[src/rtl/slowreg_pkg.sv]
package slowreg_pkg;

    // Status bit positions; software decodes these.
    localparam int PEND_BIT = 14;
    localparam int DONE_BIT = 15;

    typedef enum logic [0:0] {
        ST_IDLE = 1'b0,
        ST_HOLD = 1'b1
    } post_state_e;

endpackage

[src/rtl/slowreg_post_fsm.sv]
module slowreg_post_fsm
    import slowreg_pkg::*;
#(
    parameter int ADDR_W   = 3,
    parameter int DATA_W   = 32,
    parameter int NUM_SYNC = 5
) (
    input  logic              clk,
    input  logic              rst_n,
    input  logic              wr_en,
    input  logic [ADDR_W-1:0] wr_addr,
    input  logic [DATA_W-1:0] wr_data,
    input  logic              strobe,
    output logic              pending,
    output logic              apply,
    output logic [ADDR_W-1:0] post_addr,
    output logic [DATA_W-1:0] post_data
);

    localparam logic [ADDR_W-1:0] SYNC_LIMIT = ADDR_W'(NUM_SYNC);

    post_state_e state_q, state_d;
    logic        sync_hit;

    assign sync_hit = wr_en && (wr_addr < SYNC_LIMIT);

    // Next-state logic: POST and APPLY transitions.
    always_comb begin
        state_d = state_q;
        unique case (state_q)
            ST_IDLE: if (sync_hit) state_d = ST_HOLD;   // POST
            ST_HOLD: if (strobe)   state_d = ST_IDLE;   // APPLY
            default: state_d = ST_IDLE;
        endcase
    end

    // State register.
    always_ff @(posedge clk or negedge rst_n) begin
        if (!rst_n) state_q <= ST_IDLE;
        else        state_q <= state_d;
    end

    // Posted write capture; frozen while held, so later writes drop.
    always_ff @(posedge clk or negedge rst_n) begin
        if (!rst_n) begin
            post_addr <= '0;
            post_data <= '0;
        end else if (state_q == ST_IDLE && sync_hit) begin
            post_addr <= wr_addr;
            post_data <= wr_data;
        end
    end

    // Outputs.
    always_comb begin
        pending = 1'b0;
        apply   = 1'b0;
        unique case (state_q)
            ST_IDLE: ;
            ST_HOLD: begin
                pending = 1'b1;
                apply   = strobe;
            end
            default: ;
        endcase
    end

endmodule

[src/rtl/slowreg_bank.sv]
module slowreg_bank #(
    parameter int ADDR_W    = 3,
    parameter int DATA_W    = 32,
    parameter int NUM_SYNC  = 5,
    parameter int PRESC_IDX = 2
) (
    input  logic                         clk,
    input  logic                         rst_n,
    input  logic                         apply,
    input  logic [ADDR_W-1:0]            post_addr,
    input  logic [DATA_W-1:0]            post_data,
    output logic [NUM_SYNC*DATA_W-1:0]   regs_flat
);

    for (genvar i = 0; i < NUM_SYNC; i++) begin : g_reg
        localparam logic [DATA_W-1:0] RST_VAL =
            (i == PRESC_IDX) ? DATA_W'(1) : '0;
        localparam logic [ADDR_W-1:0] MY_ADDR = ADDR_W'(i);
        logic [DATA_W-1:0] val_q;

        always_ff @(posedge clk or negedge rst_n) begin
            if (!rst_n)
                val_q <= RST_VAL;
            else if (apply && post_addr == MY_ADDR)
                val_q <= post_data;
        end

        assign regs_flat[i*DATA_W +: DATA_W] = val_q;
    end

endmodule

[src/rtl/slowreg_status.sv]
module slowreg_status (
    input  logic clk,
    input  logic rst_n,
    input  logic apply,
    input  logic done_clr,
    input  logic irq_en,
    output logic done,
    output logic irq
);

    // A completion on the same edge as a clear wins.
    always_ff @(posedge clk or negedge rst_n) begin
        if (!rst_n)        done <= 1'b0;
        else if (apply)    done <= 1'b1;
        else if (done_clr) done <= 1'b0;
    end

    assign irq = done && irq_en;

endmodule

[src/rtl/slowreg_post_sync.sv]
module slowreg_post_sync
    import slowreg_pkg::*;
#(
    parameter int ADDR_W    = 3,
    parameter int DATA_W    = 32,
    parameter int NUM_SYNC  = 5,
    parameter int PRESC_IDX = 2,
    parameter int IEN_IDX   = 3
) (
    input  logic              clk,
    input  logic              rst_n,
    input  logic              wr_en,
    input  logic [ADDR_W-1:0] wr_addr,
    input  logic [DATA_W-1:0] wr_data,
    input  logic [ADDR_W-1:0] rd_addr,
    output logic [DATA_W-1:0] rd_data,
    input  logic              tick_slow,
    input  logic              tick_fast,
    output logic              irq
);

    localparam logic [ADDR_W-1:0] STAT_ADDR  = ADDR_W'(NUM_SYNC);
    localparam logic [ADDR_W-1:0] SYNC_LIMIT = ADDR_W'(NUM_SYNC);

    logic                       pending_w;
    logic                       apply_w;
    logic                       complete_w;
    logic                       strobe_w;
    logic                       done_clr;
    logic [ADDR_W-1:0]          post_addr;
    logic [DATA_W-1:0]          post_data;
    logic [NUM_SYNC*DATA_W-1:0] bank_flat;
    logic                       presc_on;
    logic                       ien_done;

    assign presc_on = bank_flat[PRESC_IDX*DATA_W];
    assign ien_done = bank_flat[IEN_IDX*DATA_W + DONE_BIT];
    assign strobe_w = presc_on ? tick_slow : tick_fast;
    assign done_clr = wr_en && (wr_addr == STAT_ADDR) && wr_data[DONE_BIT];

    slowreg_post_fsm #(
        .ADDR_W   (ADDR_W),
        .DATA_W   (DATA_W),
        .NUM_SYNC (NUM_SYNC)
    ) u_fsm (
        .clk       (clk),
        .rst_n     (rst_n),
        .wr_en     (wr_en),
        .wr_addr   (wr_addr),
        .wr_data   (wr_data),
        .strobe    (strobe_w),
        .pending   (pending_w),
        .apply     (apply_w),
        .post_addr (post_addr),
        .post_data (post_data)
    );

    slowreg_bank #(
        .ADDR_W    (ADDR_W),
        .DATA_W    (DATA_W),
        .NUM_SYNC  (NUM_SYNC),
        .PRESC_IDX (PRESC_IDX)
    ) u_bank (
        .clk       (clk),
        .rst_n     (rst_n),
        .apply     (apply_w),
        .post_addr (post_addr),
        .post_data (post_data),
        .regs_flat (bank_flat)
    );

    slowreg_status u_stat (
        .clk      (clk),
        .rst_n    (rst_n),
        .apply    (apply_w),
        .done_clr (done_clr),
        .irq_en   (ien_done),
        .done     (complete_w),
        .irq      (irq)
    );

    // Read mux: applied values only, never the posted word.
    always_comb begin
        rd_data = '0;
        if (rd_addr < SYNC_LIMIT) begin
            rd_data = bank_flat[rd_addr*DATA_W +: DATA_W];
        end else if (rd_addr == STAT_ADDR) begin
            rd_data[DONE_BIT] = complete_w;
            rd_data[PEND_BIT] = pending_w;
        end
    end

endmodule

[config.mk]
export PLATFORM = sky130hd
export DESIGN_NAME = slowreg_post_sync
export DESIGN_NICKNAME = d
export VERILOG_FILES = /design/src/rtl/slowreg_pkg.sv /design/src/rtl/slowreg_post_fsm.sv /design/src/rtl/slowreg_bank.sv /design/src/rtl/slowreg_status.sv /design/src/rtl/slowreg_post_sync.sv
export SDC_FILE = /design/constraint.sdc
export NUM_CORES = 1
export LEC_CHECK = 0
export BUFFER_PORTS_ARGS = -buffer_cell sky130_fd_sc_hd__buf_2
export CAP_MARGIN = 15
export CORE_MARGIN = 3
export CORE_UTILIZATION = 42
export DETAILED_ROUTE_END_ITERATION = 7
export PLACE_DENSITY = 0.64
export SLEW_MARGIN = 15
export SYNTH_ARGS = -nofsm -noshare
export SYNTH_HDL_FRONTEND = slang
export SYNTH_SLANG_ARGS = --single-unit
[constraint.sdc]
create_clock -name clk -period 2 [get_ports clk]
set_input_delay 0.2 -clock clk [delete_from_list [all_inputs] [get_ports clk]]
set_output_delay 0.2 -clock clk [all_outputs]
set_load 0.05 [all_outputs]
# After elaboration in Yosys (flattened, before gate mapping)
# Cells that the tools add are included.
# Widths: inputs -> output; s select.
[op_classes] n_lt_le_gt_ge=2 eq_ne=6 shift=1 mux=12 bitwise_logic=1 reduce_logical=12
[ops] operator="$shiftx 160x9->32" n=1
[ops] operator="$mux 16" n=1
[ops] operator="$mux 14" n=1
[ops] operator="$logic_and 1x1->1" n=10
[ops] operator="$eq 3x3->1 const B" n=3
[ops] operator="$mux 1" n=7
[ops] operator="$eq 3x2->1 const B" n=2
[ops] operator="$lt 3x3->1 const B" n=2
[ops] operator="$mux 2" n=2
[ops] operator="$eq 3x1->1 const B" n=1
[ops] operator="$logic_not 3->1" n=1
[ops] operator="$pmux 1 s2" n=1
[ops] operator="$reduce_bool 2->1" n=1
[ops] operator="$not 1->1" n=1
[word_totals] ff_bits=197 inputBits=43 elab_cells=43

# Longest topological paths before layout
[depth] depth_word=5 depth_mapped=6 mapped_depth_nobuf=3

# By module
# Synthesis repeated with hierarchy kept, for this count alone.
[unflattened] hier_cells=589 area_unflattened_um2=8933.6
[by_module_without_submodules] module="slowreg_bank" instances=1 cells_each=343 area_each_um2=6034.5
[by_module_without_submodules] module="slowreg_post_fsm" instances=1 cells_each=87 area_each_um2=1500.2
[by_module_without_submodules] module="slowreg_post_sync" instances=1 cells_each=155 area_each_um2=1356.3
[by_module_without_submodules] module="slowreg_status" instances=1 cells_each=4 area_each_um2=42.5

# Least setup slack after synthesis
# OpenSTA, ideal clock, no wires.
[synth_path] path_type="input-to-output" start="in rd_addr[0]" end="out rd_data[11]" t_arrival_ns=2.081 t_required_ns=1.800 path_slack_ns=-0.281 stages=4 n_path_buf=2 path_cell_list="clkbuf_1 -> buf_2 -> mux2i_1 -> o21ai_0"
[synth_via] elab_chain_cells=2 elab_cells_between_ends=3
[synth_rtl] item="from (decl)" line="slowreg_post_sync.sv:15" rtl="input logic [ADDR_W-1:0] rd_addr,"
[synth_rtl] item="$shiftx 160x9->32 or $lt 3x3->1 (tied branches)" line="slowreg_post_sync.sv:86, slowreg_post_sync.sv:85"
[synth_rtl] item="$mux 14 (*)" line="slowreg_post_sync.sv:85" rtl="if (rd_addr < SYNC_LIMIT) begin"
[synth_rtl] item="to (decl)" line="slowreg_post_sync.sv:16" rtl="output logic [DATA_W-1:0] rd_data,"
# Mark *: on every way between the ends. The rest lies on a longest branch, timed or not.

# Worst setup path after layout
[layout_path] start="reg u_bank.g_reg[2].val_q[0]" end="reg u_bank.g_reg[0].val_q[4]"
[layout_via] elab_chain_cells=3
[layout_rtl] item="from (decl)" line="slowreg_bank.sv:19" rtl="logic [DATA_W-1:0] val_q;"
[layout_rtl] item="from (signal assigned)" line="slowreg_bank.sv:25" rtl="val_q <= post_data;"
[layout_rtl] item="$mux 1" line="slowreg_post_sync.sv:38" rtl="assign strobe_w = presc_on ? tick_slow : tick_fast;"
[layout_rtl] item="$mux 1" line="slowreg_post_fsm.sv:58" rtl="unique case (state_q)"
[layout_rtl] item="$logic_and 1x1->1" line="slowreg_bank.sv:24" rtl="else if (apply && post_addr == MY_ADDR)"
[layout_rtl] item="to (signal assigned)" line="slowreg_bank.sv:25"
[layout_rtl] item="to (decl)" line="slowreg_bank.sv:19"
# Every way passes these cells.
# A chain may end at the register's enable or synchronous reset.

==> summary.txt <==
Setup path
  – R2R Setup Slk: 60 ps
  – Worst R2R Start: u_bank.g_reg[2].val_q[0]
  – Largest stage delay, worst path: 530 ps
  – Crit path required time: 2320 ps
  – Startpoint types: register
  – Cells on worst reg2reg path: 6
  – Worst-path fanout max: 9
  – CP Buf/Inv Count: 3
  – WS Path Type: reg -> reg
  – Critical-path cell list: buf_4 -> mux2_2 -> nand4b_1 -> buf_4 -> clkbuf_16 -> mux2_2
  – Crit path DAT: 2250 ps
  – R2R Path End: u_bank.g_reg[0].val_q[4]
  – CP delay by family, top: multiplexers
  – CP max-delay cell: dfstp_2
  – Worst setup EP type: register
  – Timing startpoint of the critical path: u_bank.g_reg[2].val_q[0]

Clocking
  – Clock transition at path regs: 70 ps
  – CTS tree: yes
  – H-tree depth: 4
  – Worst-Skew Late Latency: 430 ps
  – TritonCTS Buffers: 17
  – Clock root buffer: clkbuf_16
  – CTS sink count: 197
  – Clk buf depth: 2

Timing
  – WHS: 20.8 ps
  – Worst slew pin tran: 450 ps
  – RSZ-0062 raised after global routing: no
  – Final Max Tran Viols: 0
  – Worst Skew: 8.22 ps
  – Final setup margin: 64.7 ps
  – Setup-failing EPs final: 0
  – Clock period minus worst slack: 1940 ps
  – Highest Clock Rate: 0.517 GHz
  – Setup TNS Final: 0 ps
  – Slew Limit Headroom: 70.0%
  – Final hold violations: 0
  – Final worst-path cycle share: 96.8%

Layout
  – Diodes inserted: 0
  – Most frequent cells in the layout: 196 x dfrtp_1, 194 x mux2_2, 73 x buf_2, 36 x mux2i_1, 32 x nor2_1
  – Fillcell total: 1,689
  – Post-layout nets: 752
  – Register Area: 4930 um^2
  – Multi-input gate area: 3660 um^2
  – Proportion of layout cells with a drive suffix above 1: 52.1%
  – Synthesis-to-finish area growth: 21.7%
  – Commonest non-fill, non-tap cell in the layout: dfrtp_1

Routing
  – Drt wl/cell: 19.1 um
  – Vias: 5,253
  – Drt first-iter violations: 214
  – DR DRC count: 0
  – 1st-pass router iterations: 4
  – Total wire length: 18,900 um
  – Detail Route Antenna Nets: 0
  – Vias per cell: 5.30

Placement
  – Placer's final routability congestion estimate: 0.753
  – Buffers on Ports: 75
  – Pre-CTS setup slack: 37.8 ps
  – Post-DP HPWL: 12,400 um

Run
  – Max-cap violations: 0

Min path
  – Hold Path Sink: u_fsm.post_data[14]
  – Hold Crit Class: in -> reg
  – Hold path startpoint: wr_data[14]
  – Worst hold path depth: 2

Synth
  – Post-Syn Nets: 632
  – Post-synth cell types: 29
  – Register area share after synthesis: 56.3%
  – Synth Area in Compound Gates: 4.04%
  – Post-Syn Area per Cell: 14.9 um^2
  – Simple-gate share of the synthesized area: 3.01%
  – Post-synthesis mux area share: 34.2%
  – Largest family of logic cells by synthesized area: multiplexers
  – Post-Synth XOR/XNOR Area: 0%
  – Cell area after synthesis: 8760 um^2
  – Mapped Cells: 589
  – Yosys reg bits: 197
  – Ys Warns: 0
  – Post-synthesis adder-cell area fraction: 0%

GRT
  – Number of global-route vias before repair: 5,692
  – Largest net degree at the start of global routing: 56
  – Initial antenna violation count: 0
  – First-pass GRT wire length: 30,900 um
  – Overflow after GRT: 0
  – Total GRT Usage: 17.6%

Floorplan
  – Die height: 150 um
  – Core box area: 20,400 um^2
  – Site Rows: 52
  – Initial Utilization: 43.0%
  – Die W: 150 um
  – I/O pins: 76
  – DIE AREA: 22,600 um^2

Pwr
  – Static Leak: 5.04 nW
  – Pwr dens: 1370 nW/um^2
  – Worst vdd ir: 0.000435 V

Run status
  – Status: complete, no violations
[power breakdown]
part	total (mW)	switching, mW	internal (mW)
clock network	3.40	1.45	1.94
registers	6.79	1.11	5.68
logic	4.37	1.95	2.42
total	14.6	4.51	10.0
[layer usage]
| metal | GRT usage (%) | vias up | share of wire (%) | routed length (um) |
|---|---|---|---|---|
| li1 | - | 2400 | - | - |
| met5 | 0 | - | 0 | 0 |
| met1 | 23.3 | 2756 | 46 | 8600 |
| met2 | 29.5 | 70 | 50 | 9400 |
| met3 | 3.31 | 27 | 3.2 | 609 |
| met4 | 5.58 | 0 | 1.5 | 281 |
[sequential cells by signal (all words and copies together) (netlist names)]
| name | count |
|---|---|
| u_fsm.post_data | 32 |
| u_stat.done | 1 |
| u_fsm.post_addr | 3 |
| u_bank.g.val_q | 160 |
| u_fsm.state_q | 1 |
[cells by family (layout without fill, tap and decap cells)]
group | Yosys count | after routing
flip-flops | 197 | 197
AND/OR/NAND/NOR | 55 | 55
multiplexers | 260 | 260
AO/OA/AOI/OAI | 40 | 40
buffers and inverters | 37 | 169
[synth_stat cells]
| cell type | n | area [um^2] |
|---|---|---|
| nor2b_1 | 1 | 6.26 |
| o221ai_1 | 3 | 26.3 |
| a221o_1 | 28 | 280 |
| a21oi_1 | 5 | 25.0 |
| nand2b_1 | 1 | 6.26 |
| mux2_4 | 30 | 450 |
| clkbuf_1 | 14 | 52.6 |
| nor4bb_1 | 1 | 10.0 |
| buf_12 | 3 | 60.1 |
| nor4b_2 | 1 | 15.0 |
| buf_2 | 16 | 80.1 |
| nand4b_1 | 1 | 8.76 |
| or2_2 | 1 | 6.26 |
| o21ai_0 | 3 | 15.0 |
| buf_6 | 1 | 11.3 |
| nand3_1 | 1 | 5.00 |
| nand2_1 | 7 | 26.3 |
| or4_1 | 1 | 7.51 |
| nand3b_1 | 2 | 15.0 |
| nand4_1 | 2 | 12.5 |
| a22oi_1 | 1 | 7.51 |
| mux2i_1 | 36 | 360 |
| dfrtp_1 | 196 | 4900 |
| nor2_1 | 33 | 124 |
| mux2_2 | 194 | 2180 |
| buf_1 | 3 | 11.3 |
| and2_1 | 1 | 6.26 |
| dfstp_2 | 1 | 26.3 |
| nor3b_1 | 2 | 15.0 |
[worst max path at each step]
stage | to | slack, ps | cells after the start
floorplan | rd_data[11] | 90 | 4
global placement | u_bank.g_reg[2].val_q[24] | 50 | 4
detailed placement | u_bank.g_reg[2].val_q[2] | 40 | 4
CTS | u_bank.g_reg[2].val_q[10] | 40 | 4
global route | u_bank.g_reg[4].val_q[23] | 30 | 5
finish | u_bank.g_reg[0].val_q[4] | 60 | 6
[per-stage QoR]
step           std cells  utilization (%)  power [mW]  instance area (um^2)
2_1_floorplan        589                -        9.95                  8780
3_3_place_gp         929             47.9        11.0                  9750
3_5_place_dp         929             47.9        11.2                  9750
4_1_cts              988             52.1        14.7                 10600
5_1_grt              991             52.3        15.4                 10700
6_report             991             52.3        14.6                 10700
[final cells by class]
type / count / share of cell area (%)
timing repair buffer: 138 / 10.6
multi-input combinational: 355 / 34.4
clock buffer: 21 / 4.41
clock inverter: 10 / 1.14
tap: 270 / 3.17
sequential: 197 / 46.3
[worst reg2reg max path: stages, from the launching register on]
cell       delay [ps]
dfstp_2           530
buf_4             120
mux2_2            370
nand4b_1          120
buf_4             170
clkbuf_16         180
mux2_2            340
[timing repair]
| action | CTS | global route |
|---|---|---|
| endpoints found under the setup margin | 0 | 6 |
| gates resized for setup | 0 | 1 |
| hold buffers | 28 | 0 |
| setup buffers | 0 | 2 |
| endpoints found under the hold margin | 72 | 0 |
Power figures use the tool's default switching activity.
